**src/rtl/spcyc_pkg.sv**
```systemverilog
package spcyc_pkg;

    localparam logic [3:0] CMD_CFG_WRITE = 4'b1011;
    localparam logic [3:0] CMD_SPECIAL   = 4'b0001;

    typedef enum logic [1:0] {
        ST_IDLE     = 2'd0,
        ST_CAPTURED = 2'd1,
        ST_WAIT_AB  = 2'd2,
        ST_CMPL     = 2'd3
    } spcyc_state_e;

    function automatic logic is_special(input logic [3:0] cmd);
        return cmd == CMD_SPECIAL;
    endfunction

    function automatic logic is_cfg_write(input logic [3:0] cmd);
        return cmd == CMD_CFG_WRITE;
    endfunction

endpackage

```
**src/rtl/spcyc_hold.sv**
```systemverilog
module spcyc_hold #(
    parameter int AW = 32,
    parameter int DW = 32
) (
    input  logic          clk,
    input  logic          rst,
    input  logic          load,
    input  logic [AW-1:0] in_addr,
    input  logic [3:0]    in_cmd,
    input  logic [DW-1:0] in_data,
    output logic [AW-1:0] q_addr,
    output logic [3:0]    q_cmd,
    output logic [DW-1:0] q_data
);
    typedef struct packed {
        logic [AW-1:0] addr;
        logic [3:0]    cmd;
        logic [DW-1:0] data;
    } entry_t;

    entry_t ent_q;

    always_ff @(posedge clk) begin
        if (rst)
            ent_q <= '0;
        else if (load)
            ent_q <= '{addr: in_addr, cmd: in_cmd, data: in_data};
    end

    assign q_addr = ent_q.addr;
    assign q_cmd  = ent_q.cmd;
    assign q_data = ent_q.data;
endmodule

```
**src/rtl/spcyc_match.sv**
```systemverilog
module spcyc_match #(
    parameter int AW = 32,
    parameter int DW = 32
) (
    input  logic [AW-1:0] a_addr,
    input  logic [3:0]    a_cmd,
    input  logic [DW-1:0] a_data,
    input  logic [AW-1:0] h_addr,
    input  logic [3:0]    h_cmd,
    input  logic [DW-1:0] h_data,
    output logic          hit
);
    logic [2:0] fld_eq;

    assign fld_eq[0] = (a_addr == h_addr);
    assign fld_eq[1] = (a_cmd  == h_cmd);
    assign fld_eq[2] = (a_data == h_data);
    assign hit = &fld_eq;
endmodule

```
**src/rtl/spcyc_ctrl.sv**
```systemverilog
module spcyc_ctrl
    import spcyc_pkg::*;
(
    input  logic         clk,
    input  logic         rst,
    input  logic         att_live,
    input  logic         att_new,
    input  logic         att_multi,
    input  logic         hit,
    input  logic         req_ack,
    input  logic         req_mabort,
    output spcyc_state_e state,
    output logic         load,
    output logic         retry,
    output logic         trdy,
    output logic         disc,
    output logic         req
);
    spcyc_state_e nxt;

    always_ff @(posedge clk) begin
        if (rst) state <= ST_IDLE;
        else     state <= nxt;
    end

    always_comb begin
        nxt   = state;
        load  = 1'b0;
        retry = 1'b0;
        trdy  = 1'b0;
        disc  = 1'b0;
        req   = (state == ST_CAPTURED);
        unique case (state)
            ST_IDLE: begin
                if (att_live && att_new) begin
                    load  = 1'b1;
                    retry = 1'b1;
                    nxt   = ST_CAPTURED;
                end
            end
            ST_CAPTURED: if (req_ack)    nxt = ST_WAIT_AB;
            ST_WAIT_AB:  if (req_mabort) nxt = ST_CMPL;
            ST_CMPL: ;
            default: nxt = ST_IDLE;
        endcase
        if (state != ST_IDLE && att_live) begin
            if (state == ST_CMPL && hit) begin
                trdy = 1'b1;
                disc = att_multi;
                nxt  = ST_IDLE;
            end else begin
                retry = 1'b1;
            end
        end
    end
endmodule

```
**src/rtl/spcyc_seq.sv**
```systemverilog
module spcyc_seq
    import spcyc_pkg::*;
#(
    parameter int AW = 32,
    parameter int DW = 32
) (
    input  logic          clk,
    input  logic          rst,
    input  logic          att_valid,
    input  logic [AW-1:0] att_addr,
    input  logic [3:0]    att_cmd,
    input  logic [DW-1:0] att_data,
    input  logic          att_conv,
    input  logic          att_multi,
    output logic          att_retry,
    output logic          att_trdy,
    output logic          att_disc,
    output logic          req_valid,
    output logic [AW-1:0] req_addr,
    output logic [3:0]    req_cmd,
    output logic [DW-1:0] req_data,
    input  logic          req_ack,
    input  logic          req_mabort
);
    spcyc_state_e  state;
    logic          att_live, att_new, load, hit;
    logic [AW-1:0] h_addr;
    logic [3:0]    h_cmd;
    logic [DW-1:0] h_data;

    // incoming special cycles are invisible to this block
    assign att_live = att_valid && !is_special(att_cmd);
    assign att_new  = att_conv && is_cfg_write(att_cmd);

    spcyc_hold #(.AW(AW), .DW(DW)) u_hold (
        .clk(clk), .rst(rst), .load(load),
        .in_addr(att_addr), .in_cmd(att_cmd), .in_data(att_data),
        .q_addr(h_addr), .q_cmd(h_cmd), .q_data(h_data)
    );

    spcyc_match #(.AW(AW), .DW(DW)) u_match (
        .a_addr(att_addr), .a_cmd(att_cmd), .a_data(att_data),
        .h_addr(h_addr), .h_cmd(h_cmd), .h_data(h_data),
        .hit(hit)
    );

    spcyc_ctrl u_ctrl (
        .clk(clk), .rst(rst),
        .att_live(att_live), .att_new(att_new), .att_multi(att_multi),
        .hit(hit), .req_ack(req_ack), .req_mabort(req_mabort),
        .state(state), .load(load),
        .retry(att_retry), .trdy(att_trdy), .disc(att_disc),
        .req(req_valid)
    );

    // command substitution on the far side; address and data unchanged
    assign req_addr = h_addr;
    assign req_data = h_data;
    assign req_cmd  = req_valid ? CMD_SPECIAL : 4'b0000;
endmodule

```
**config.mk**
```make
export PLATFORM = sky130hd
export DESIGN_NAME = spcyc_seq
export DESIGN_NICKNAME = d
export VERILOG_FILES = /design/src/rtl/spcyc_pkg.sv /design/src/rtl/spcyc_hold.sv /design/src/rtl/spcyc_match.sv /design/src/rtl/spcyc_ctrl.sv /design/src/rtl/spcyc_seq.sv
export SDC_FILE = /design/constraint.sdc
export NUM_CORES = 1
export LEC_CHECK = 0
export BUFFER_PORTS_ARGS = -buffer_cell sky130_fd_sc_hd__buf_4
export CORE_MARGIN = 2
export CORE_UTILIZATION = 47
export CTS_CLUSTER_DIAMETER = 150
export CTS_CLUSTER_SIZE = 8
export DETAILED_ROUTE_END_ITERATION = 10
export PLACE_DENSITY = 0.77
export SETUP_SLACK_MARGIN = 0.05
export SLEW_MARGIN = 40
export SYNTH_ARGS = -nofsm -noshare
export SYNTH_HDL_FRONTEND = slang
export SYNTH_SLANG_ARGS = --single-unit
```
**constraint.sdc**
```tcl
create_clock -name clk -period 1.9 [get_ports clk]
set_clock_uncertainty 0.15 [all_clocks]
set_input_delay 0.19 -clock clk [delete_from_list [all_inputs] [get_ports clk]]
set_output_delay 0.19 -clock clk [all_outputs]
set_load 0.01 [all_outputs]
```
======== Word-level counts from Yosys, hierarchy flattened ========
Index checks and enable logic that the tools add are counted.
cells by class
  equal/unequal tests ..................... 8
  reductions and logical operators ........ 9
  mux-type cells .......................... 15
operators by type and width
  cell                                           number
  == test 32 bit                                 2
  two-way mux 2 bit                              5
  two-way mux 1 bit                              9
  case mux 2 bit (3 select lines)                1
  logical AND 1 bit                              5
  == test 2 bit, second input constant           2
  == test 4 x 1 -> 1 bit, second input constant  1
  == test 4 bit                                  1
  == test 4 bit, second input constant           1
  AND reduction 3 bit                            1
  == test 2 x 1 -> 1 bit, second input constant  1
  zero test 2 bit                                1
  nonzero test 2 bit                             1
  zero test 1 bit                                1
word-level totals
  output and inout bits ................... 72
  logic and storage cells ................. 36
  input bits .............................. 75
  register bits ........................... 70

======== Longest topological paths before layout ========
Gate-level depths: netlist of run 1.
  depth in word-level cells ............... 8
  gate-level depth with buffers ........... 6

======== By module ========
Synthesis of run 1 repeated with hierarchy kept, for this count alone.
second synthesis, totals
  cells, all modules ...................... 339
  area total of the unflattened synthesis .. 3394.5 µm²
by module, submodules not included
  module       area an instance (µm²)  cells each  times used
  spcyc_hold   2424.8                  220         1
  spcyc_match  754.5                   91          1
  spcyc_ctrl   150.1                   19          1
  spcyc_seq    65.1                    9           1

======== Worst setup path before layout of run 1 ========
No wires, ideal clock.
  path type ............................... register to output
  from .................................... reg u_hold.ent_q (netlist bit u_hold.q_addr[29])
  to ...................................... out att_disc
  stages on the path, launching flop included .. 7
  path slack .............................. -0.074 ns
  arrival time ............................ 1.634 ns
  path buffers ............................ 0
  path through ............................ dfxtp_1 -> inv_1 -> a221o_1 -> nor4_1 -> nand3_1 -> nor4_4 -> and2_1
on the way
  word-level cells in the longest chain between the ends .. 5
ends and longest elaborated chain
  element                 line               RTL
  from (decl)             spcyc_hold.sv:21   entry_t ent_q;
  from (signal assigned)  spcyc_hold.sv:27   ent_q <= '{addr: in_addr, cmd: in_cmd, data: in_data};
  == test 32 bit          spcyc_match.sv:15  assign fld_eq[0] = (a_addr == h_addr);
  AND reduction 3 bit     spcyc_match.sv:18  assign hit = &fld_eq;
  logical AND 1 bit       spcyc_ctrl.sv:47   if (state == ST_CMPL && hit) begin
  two-way mux 1 bit       spcyc_ctrl.sv:47
  two-way mux 1 bit       spcyc_ctrl.sv:46   if (state != ST_IDLE && att_live) begin
  to (decl)               spcyc_seq.sv:17    output logic att_disc,
No other way between the ends.

======== Worst setup path in the final report of run 1 ========
  from .................................... reg u_hold.ent_q (netlist bit u_hold.q_cmd[1])
  to ...................................... out att_disc
on the way
  word-level cells in the longest chain between the ends .. 5
ends and longest elaborated chain
  element              line               RTL
  == test 4 bit        spcyc_match.sv:16  assign fld_eq[1] = (a_cmd == h_cmd);
  AND reduction 3 bit  spcyc_match.sv:18
  logical AND 1 bit    spcyc_ctrl.sv:47
  two-way mux 1 bit    spcyc_ctrl.sv:47
  two-way mux 1 bit    spcyc_ctrl.sv:46
No other way between the ends.

==> impl_metrics.json, run 1 <==
{
  "layout-drive-gt1-share_pct": 35.7,
  "top_usage_layer": "met2",
  "timing.critical_path.arrival_ns": 2.12,
  "grt_start_max_net_pins": 70,
  "total_power_uw": 3290,
  "met3_usage_pct": 7.01,
  "grt_overflow_total": 0,
  "dp_cells": 679,
  "insertedDiodeCount": 0,
  "postRouteWirelength_um": 11900,
  "numClockSinks": 70,
  "fmaxAchievable_mhz": 407,
  "power.static_leakage_uw": 0.00246,
  "routed_via_density": 5.14,
  "final_util_pct": 85.7,
  "drv_cap": 0,
  "post_layout_nonfiller_instances": 760,
  "critical_path.max_fanout": 3,
  "cp_data_required_time_ns": 1.56,
  "setup_repair_after_global_routing_missed_its_margin": "true",
  "final_antenna_net_count": 0,
  "detailed_place.area_um2": 4830,
  "postLayoutCellArea_um2": 5790,
  "hold_violation_count_in_the_final_report": 0,
  "worstHoldStart": "req_ack",
  "yosys_register_bits": 70,
  "area_growth_syn_to_layout_pct": 78.0,
  "antenna_found_initial": 0,
  "failing_checks": "setup timing",
  "crit_start": "u_hold.q_cmd[1]",
  "mappedNetlistArea_um2": 3250,
  "dp_worst_setup_slack_ns": -0.328,
  "warnings_synthesis": 0,
  "worstSetupStartpointType": "flop",
  "pwr_density_cell_nw_per_um2": 568,
  "drtPass1Iterations": 5,
  "final.setup.worst_slack_ns": -0.558,
  "routabilityCongestion": 0.878,
  "slew_viol_final": 0,
  "synthDominantCellAreaShare_pct": 43.1,
  "timing.critical_path.cells": "xor2_1, a221o_1, nor4_2, nand3_1, nor4_4, and2_1, buf_4",
  "gr-usage-met1_pct": 35.5,
  "postSynthAreaPerCell_um2": 7.80,
  "globalRouteMet2Util_pct": 54.1,
  "cts_tree": "yes",
  "synthTopCellsByArea": "sky130_fd_sc_hd__dfxtp_1 43%, sky130_fd_sc_hd__nand2_1 15%, sky130_fd_sc_hd__xnor2_1 13%, sky130_fd_sc_hd__a21oi_1 10%, sky130_fd_sc_hd__xor2_1 2.7%",
  "cts.path.max_buffers": 2,
  "outcome": "complete, but fails checks",
  "die_area_um2": 7600,
  "detailedPlacementHpwl_um": 7170,
  "core_area_um2": 6760,
  "cts_buffer_count": 9,
  "crit_slowest_cell": "sky130_fd_sc_hd__dfxtp_2",
  "critical_path_class": "flop to output port",
  "grtUsageTotal_pct": 31.0,
  "clk-insertion-delay-late_ns": 0.34,
  "finalSetupViolations": 5,
  "io_pins": 147,
  "finalCriticalPeriod_ns": 2.46,
  "port-buffer-count": 143,
  "fin_crit_sh_pct": 129,
  "seq_area_frac_synth_pct": 43.1,
  "most_common_cell_after_layout_fill_and_taps_aside": "sky130_fd_sc_hd__buf_4",
  "final_net_count": 750,
  "reg2reg_from": "u_hold.q_cmd[1]",
  "clockRootBuffer": "sky130_fd_sc_hd__clkbuf_8",
  "mostFrequentLayoutCells": "206 x sky130_fd_sc_hd__buf_4, 128 x sky130_fd_sc_hd__nand2_1, 67 x sky130_fd_sc_hd__a21oi_1",
  "synth_top_cell_by_area": "sky130_fd_sc_hd__dfxtp_1",
  "cts_htree_levels": 3,
  "routed_wire_length_per_instance_um": 15.7,
  "end_kind": "output port",
  "hp-class": "input port to flop",
  "synthDistinctLibCells": 32,
  "die_height_um": 87.2,
  "starting_density_pct": 48.1,
  "first_global_vias": 3906,
  "drt_first_iter_violations": 202,
  "path_clk_slew_ns": 0.07,
  "grt_pass1_wl_um": 18300,
  "routed-via-count": 3903,
  "fp-row-count": 30,
  "worst_path_dominant_cell_family": "simple AND/OR/NAND/NOR gates",
  "remaining_drc_errors": 0,
  "final.fill_count": 392,
  "max_stage_delay_ns": 0.33,
  "die_w_um": 87.2,
  "cp_num_buf_inv": 1,
  "max-vdd-ir-drop_v": 0.000485,
  "postSynthCellCount": 417
}
-- metal layers --
layer | up-vias | routed length (µm)
li1 | 1883 | -
met1 | 1848 | 4510
met2 | 141 | 6240
met3 | 31 | 781
met4 | 0 | 386
met5 | - | 0
-- synthesized netlist by cell type --
master	number
sky130_fd_sc_hd__xor2_1	10
sky130_fd_sc_hd__conb_1	1
sky130_fd_sc_hd__o221ai_1	1
sky130_fd_sc_hd__a21oi_1	67
sky130_fd_sc_hd__inv_1	11
sky130_fd_sc_hd__nor4_4	1
sky130_fd_sc_hd__nor4_1	7
sky130_fd_sc_hd__a22o_1	2
sky130_fd_sc_hd__xnor2_1	48
sky130_fd_sc_hd__nand3_1	3
sky130_fd_sc_hd__o211ai_1	1
sky130_fd_sc_hd__nor2b_1	1
sky130_fd_sc_hd__buf_2	4
sky130_fd_sc_hd__buf_4	4
sky130_fd_sc_hd__o2bb2ai_1	2
sky130_fd_sc_hd__and2_1	1
sky130_fd_sc_hd__dfxtp_1	70
sky130_fd_sc_hd__o2111ai_1	1
sky130_fd_sc_hd__or4_1	1
sky130_fd_sc_hd__buf_1	3
sky130_fd_sc_hd__nand2_1	129
sky130_fd_sc_hd__o22ai_1	2
sky130_fd_sc_hd__nand2b_1	2
sky130_fd_sc_hd__nor3_1	3
sky130_fd_sc_hd__a221o_1	2
sky130_fd_sc_hd__o21ai_0	1
sky130_fd_sc_hd__nor3b_1	1
sky130_fd_sc_hd__clkbuf_1	16
sky130_fd_sc_hd__or3_1	1
sky130_fd_sc_hd__nor2_1	8
sky130_fd_sc_hd__nor4_2	1
sky130_fd_sc_hd__nand4_1	12
-- registers in the layout, summed over array words and instances (netlist names) --
register and cells:
u_ctrl.state 2, u_hold.q_data 32, u_hold.q_addr 32, u_hold.q_cmd 4
-- layout make-up --
type	instances	area, µm²	share of cell area (%)
clock inverters	3	67.6	1.17
inverters	11	41.3	0.713
well taps	80	100	1.73
flip-flops and latches	70	1410	24.4
clock buffers	13	149	2.57
repair buffers	272	2230	38.5
multi-input cells	311	1790	31.0
-- metrics by stage --
step	TNS, ns	hold slack (ns)
2_1_floorplan	-0.0739	0.176
3_3_place_gp	-0.935	0.301
3_5_place_dp	-1.09	0.310
4_1_cts	-1.74	-0.0507
5_1_grt	-2.12	0.0671
6_report	-1.62	0.0421
-- kinds of logic after synthesis --
group,synth area share [%]
and+or+nand+nor,22.9
AOI/OAI and AO/OA,13.3
DFF,43.1
xor gates and xnor gates,15.6
buffers and inverters,5.00
other,0.115
-- worst reg2reg max path: stages (launching register included) --
cell,delay [ns]
sky130_fd_sc_hd__dfxtp_2,0.33
sky130_fd_sc_hd__xor2_1,0.17
sky130_fd_sc_hd__a221o_1,0.28
sky130_fd_sc_hd__nor4_2,0.32
sky130_fd_sc_hd__nand3_1,0.19
sky130_fd_sc_hd__nor4_4,0.23
sky130_fd_sc_hd__buf_4,0.18
sky130_fd_sc_hd__nor3_2,0.04
-- worst paths after layout --
path,to,slack [ns],depth (start not counted)
worst max-delay path,att_disc,-0.56,7
worst min-delay path,u_ctrl.state[1],0.04,3
worst max register to register,u_ctrl.state[1],-0.08,7
worst min register to register,u_hold.q_data[10],0.33,2
-- timing repair --
item                                   4_1_cts  5_1_grt
resized for setup                           11       11
endpoints found under the hold margin       64        1
pin swaps                                   10       10
setup buffers                                1        2
hold buffers                                63        1
setup endpoints to repair                    5        5
-- power by group --
group	leakage, µW	switching [µW]	internal, µW
combinational	0.00179	188	281
clock	0.000104	556	778
sequential	0.000568	8.37	1480
Power figures use the tool's default switching activity.
==> inputs of run 2 (changes only) <==
--- a/config.mk
+++ b/config.mk
@@ -5,9 +5,10 @@
 export SDC_FILE = /design/constraint.sdc
 export NUM_CORES = 1
 export LEC_CHECK = 0
+export ABC_AREA = 1
 export BUFFER_PORTS_ARGS = -buffer_cell sky130_fd_sc_hd__buf_4
 export CORE_MARGIN = 2
-export CORE_UTILIZATION = 47
+export CORE_UTILIZATION = 50
 export CTS_CLUSTER_DIAMETER = 150
 export CTS_CLUSTER_SIZE = 8
 export DETAILED_ROUTE_END_ITERATION = 10
==> impl_metrics.json, run 2 <==
{
  "outcome": "complete, but fails checks",
  "failing_checks": "setup timing",
  "synthTopCellsByArea": "sky130_fd_sc_hd__dfxtp_1 34%, sky130_fd_sc_hd__nand2_1 19%, sky130_fd_sc_hd__inv_1 11%, sky130_fd_sc_hd__nor2_1 10%, sky130_fd_sc_hd__o21ai_0 8.5%",
  "cp_data_required_time_ns": 1.56,
  "max_stage_delay_ns": 0.37,
  "crit_path_frequent_cell": "sky130_fd_sc_hd__nor2_1",
  "switching_pwr_uw": 909,
  "postRouteWirelength_um": 15600,
  "synthDistinctLibCells": 25,
  "synthDominantCellAreaShare_pct": 33.8,
  "worstHoldEndpoint": "u_hold.q_data[13]",
  "fmaxAchievable_mhz": 469,
  "crit_start": "u_hold.q_data[2]",
  "port-buffer-count": 143,
  "crit_slowest_cell": "sky130_fd_sc_hd__dfxtp_4",
  "clockRootBuffer": "sky130_fd_sc_hd__clkbuf_8",
  "share_comb_of_total_power_pct": 19.6,
  "grt_pass1_wl_um": 22500,
  "worstHoldStart": "att_data[13]",
  "final.setup.tns_ns": -0.778,
  "drtPass1Iterations": 5,
  "die_area_um2": 9030,
  "critical_path_class": "flop to output port",
  "layout-drive-gt1-share_pct": 29.5,
  "end_kind": "output port",
  "path_clk_slew_ns": 0.08,
  "synth_top_cell_by_area": "sky130_fd_sc_hd__dfxtp_1",
  "numClockSinks": 70,
  "postLayoutCellArea_um2": 6490,
  "finalSetupViolations": 5,
  "postSynthCellCount": 708,
  "cell_internal_pwr_uw": 2350,
  "timing.critical_path.arrival_ns": 1.79,
  "die_height_um": 95.0,
  "count_of_flip_flops_with_a_built_in_enable_after_synthesis": 0,
  "r2r_end": "u_ctrl.state[1]",
  "postSynth.topFlopCell": "sky130_fd_sc_hd__dfxtp_1",
  "die_w_um": 95.0,
  "cts_tree": "yes",
  "clk-insertion-delay-late_ns": 0.35,
  "seq_power_share_pct": 46.1,
  "finalCriticalPeriod_ns": 2.13,
  "cp_num_buf_inv": 2,
  "detailedPlacementHpwl_um": 10000,
  "grt_start_max_net_pins": 63,
  "fin_crit_sh_pct": 112,
  "worst-r2r-cell-count": 12,
  "cts_htree_levels": 3,
  "reg2reg_from": "u_hold.q_addr[1]",
  "final_util_pct": 79.8,
  "routed_via_density": 5.20,
  "mappedNetlistArea_um2": 4140,
  "setup.reg_to_reg.worst_slack_ns": -0.08,
  "core_area_um2": 8130,
  "timing.critical_path.cells": "inv_2, nand2_2, nand2_4, nor2_4, nand3_2, nor2_2, nand2_1, nor2_1, nand4_1, nor2_1, buf_4",
  "drt_first_iter_violations": 388,
  "power.static_leakage_uw": 0.00325,
  "clock_power_share_pct": 34.3,
  "combined_flip_flop_and_latch_cell_area_um2": 1470,
  "routed_wire_length_per_instance_um": 15.0,
  "setup_repair_after_global_routing_missed_its_margin": "true",
  "yosys-top-cells-count": "210 x sky130_fd_sc_hd__nand2_1, 117 x sky130_fd_sc_hd__inv_1, 113 x sky130_fd_sc_hd__nor2_1",
  "antenna_found_initial": 0,
  "starting_density_pct": 50.9,
  "routed-via-count": 5384,
  "min_path_cells": 3,
  "remaining_drc_errors": 0,
  "worst_path_dominant_cell_family": "simple AND/OR/NAND/NOR gates",
  "area_of_the_multi_input_gates_um2": 2290,
  "cts.path.max_buffers": 2,
  "postSynthAreaPerCell_um2": 5.85,
  "hold_violation_count_in_the_final_report": 0,
  "yosys.cell_count.top_type": "sky130_fd_sc_hd__nand2_1",
  "critical_path.max_fanout": 4,
  "final.setup.worst_slack_ns": -0.231,
  "final.fill_count": 595,
  "fp-row-count": 33,
  "detailed_place.area_um2": 5300,
  "final_net_count": 1002,
  "warnings_synthesis": 0,
  "postSynth.asyncResetShare_pct": 0,
  "mostFrequentLayoutCells": "195 x sky130_fd_sc_hd__nand2_1, 159 x sky130_fd_sc_hd__buf_4, 114 x sky130_fd_sc_hd__inv_1",
  "drv_cap": 0,
  "worstSetupStartpointType": "flop",
  "slew_viol_final": 0,
  "most_common_cell_after_layout_fill_and_taps_aside": "sky130_fd_sc_hd__nand2_1",
  "cts_buffer_count": 9,
  "seq_area_frac_synth_pct": 33.8,
  "routabilityCongestion": 0.957,
  "final_antenna_net_count": 0,
  "dp_worst_setup_slack_ns": 0.0462,
  "io_pins": 147,
  "hp-class": "input port to flop",
  "grt_overflow_total": 0,
  "max-vdd-ir-drop_v": 0.000371,
  "first_global_vias": 5004,
  "insertedDiodeCount": 0,
  "pwr_density_cell_nw_per_um2": 501,
  "grtUsageTotal_pct": 32.0,
  "power_switching_share_pct": 27.9,
  "area_growth_syn_to_layout_pct": 56.7,
  "yosys_register_bits": 70
}
## run 2: cell count changes in the layout (fill, tap and decap cells not counted), moves of 11 or more
cell and delta:
sky130_fd_sc_hd__inv_1 +103, sky130_fd_sc_hd__nor2_1 +87, sky130_fd_sc_hd__o21ai_0 +68, sky130_fd_sc_hd__nand2_1 +67, sky130_fd_sc_hd__buf_4 -47, sky130_fd_sc_hd__dfxtp_1 -40, sky130_fd_sc_hd__dfxtp_2 +37, sky130_fd_sc_hd__xnor2_1 -35
sky130_fd_sc_hd__nor2_2 +16, sky130_fd_sc_hd__a21oi_1 -15, sky130_fd_sc_hd__nand2_2 +14, sky130_fd_sc_hd__nand3_1 +11
## run 2: what timing repair did
| action | CTS | global route |
|---|---|---|
| gates resized for setup | 58 | 44 |
| cloned | 0 | 3 |
| setup buffers | 6 | 5 |
| hold buffers | 65 | 0 |
| endpoints found under the hold margin | 67 | 0 |
| setup endpoints to repair | 3 | 14 |
| pin swaps | 14 | 31 |
## run 2: stage by stage
step                      power [µW]  cells  hold WS (ns)
after floorplan                 1770    710         0.109
after global placement          2010    942         0.232
after detailed placement        2010    942         0.235
after CTS                       3200   1028        0.0167
after global routing            3360   1036        0.0335
final                           3250   1036        0.0337
## run 2: cell families after synthesis
| kind of cell | synth area share [%] |
|---|---|
| AO/OA/AOI/OAI | 15.3 |
| XOR/XNOR | 2.96 |
| buffers and inverters | 14.6 |
| flip-flops | 33.8 |
| other | 0.0905 |
| AND/OR/NAND/NOR | 33.3 |
## run 2: worst max path at each step
stage                           end  cells after the start
after floorplan           att_retry                      9
after global placement     att_disc                      7
after detailed placement   att_disc                     11
after CTS                  att_disc                     11
after global routing       att_disc                     11
final                      att_disc                     11
## run 2: area by class of cell
type	count	share of cell area, %
clock buffers	14	2.50
clock inverters	1	0.0771
inverters	120	6.97
multi-input cells	495	35.3
flip-flops and latches	70	22.6
well taps	105	2.02
repair buffers	231	30.5
## run 2: power groups by stage
stage	clock (µW)	sequential [µW]	combinational [µW]
finish	1120	1500	637
global placement	0	1530	471
CTS	1110	1500	596
floorplan	0	1540	226
detailed placement	0	1530	477
global route	1170	1500	688
## run 2: routing by layer
layer / part of all wire [%] / vias up / global-route usage, %
met1: 40 / 2459 / 40.4
li1: - / 2591 / -
met4: 2.8 / 0 / 12.2
met3: 10 / 44 / 7.59
met2: 47 / 290 / 53.1
met5: 0 / - / 0
## run 2: worst reg2reg max path, stage by stage, from the launching register on
cell	delay [ns]
sky130_fd_sc_hd__dfxtp_2	0.34
sky130_fd_sc_hd__xnor2_1	0.18
sky130_fd_sc_hd__buf_4	0.16
sky130_fd_sc_hd__nand3_1	0.06
sky130_fd_sc_hd__nor2_1	0.13
sky130_fd_sc_hd__nand2_1	0.07
sky130_fd_sc_hd__nor2_1	0.10
sky130_fd_sc_hd__nand3_1	0.13
sky130_fd_sc_hd__buf_4	0.16
sky130_fd_sc_hd__buf_4	0.12
sky130_fd_sc_hd__buf_4	0.13
sky130_fd_sc_hd__nor2_4	0.10
sky130_fd_sc_hd__nor2_1	0.05
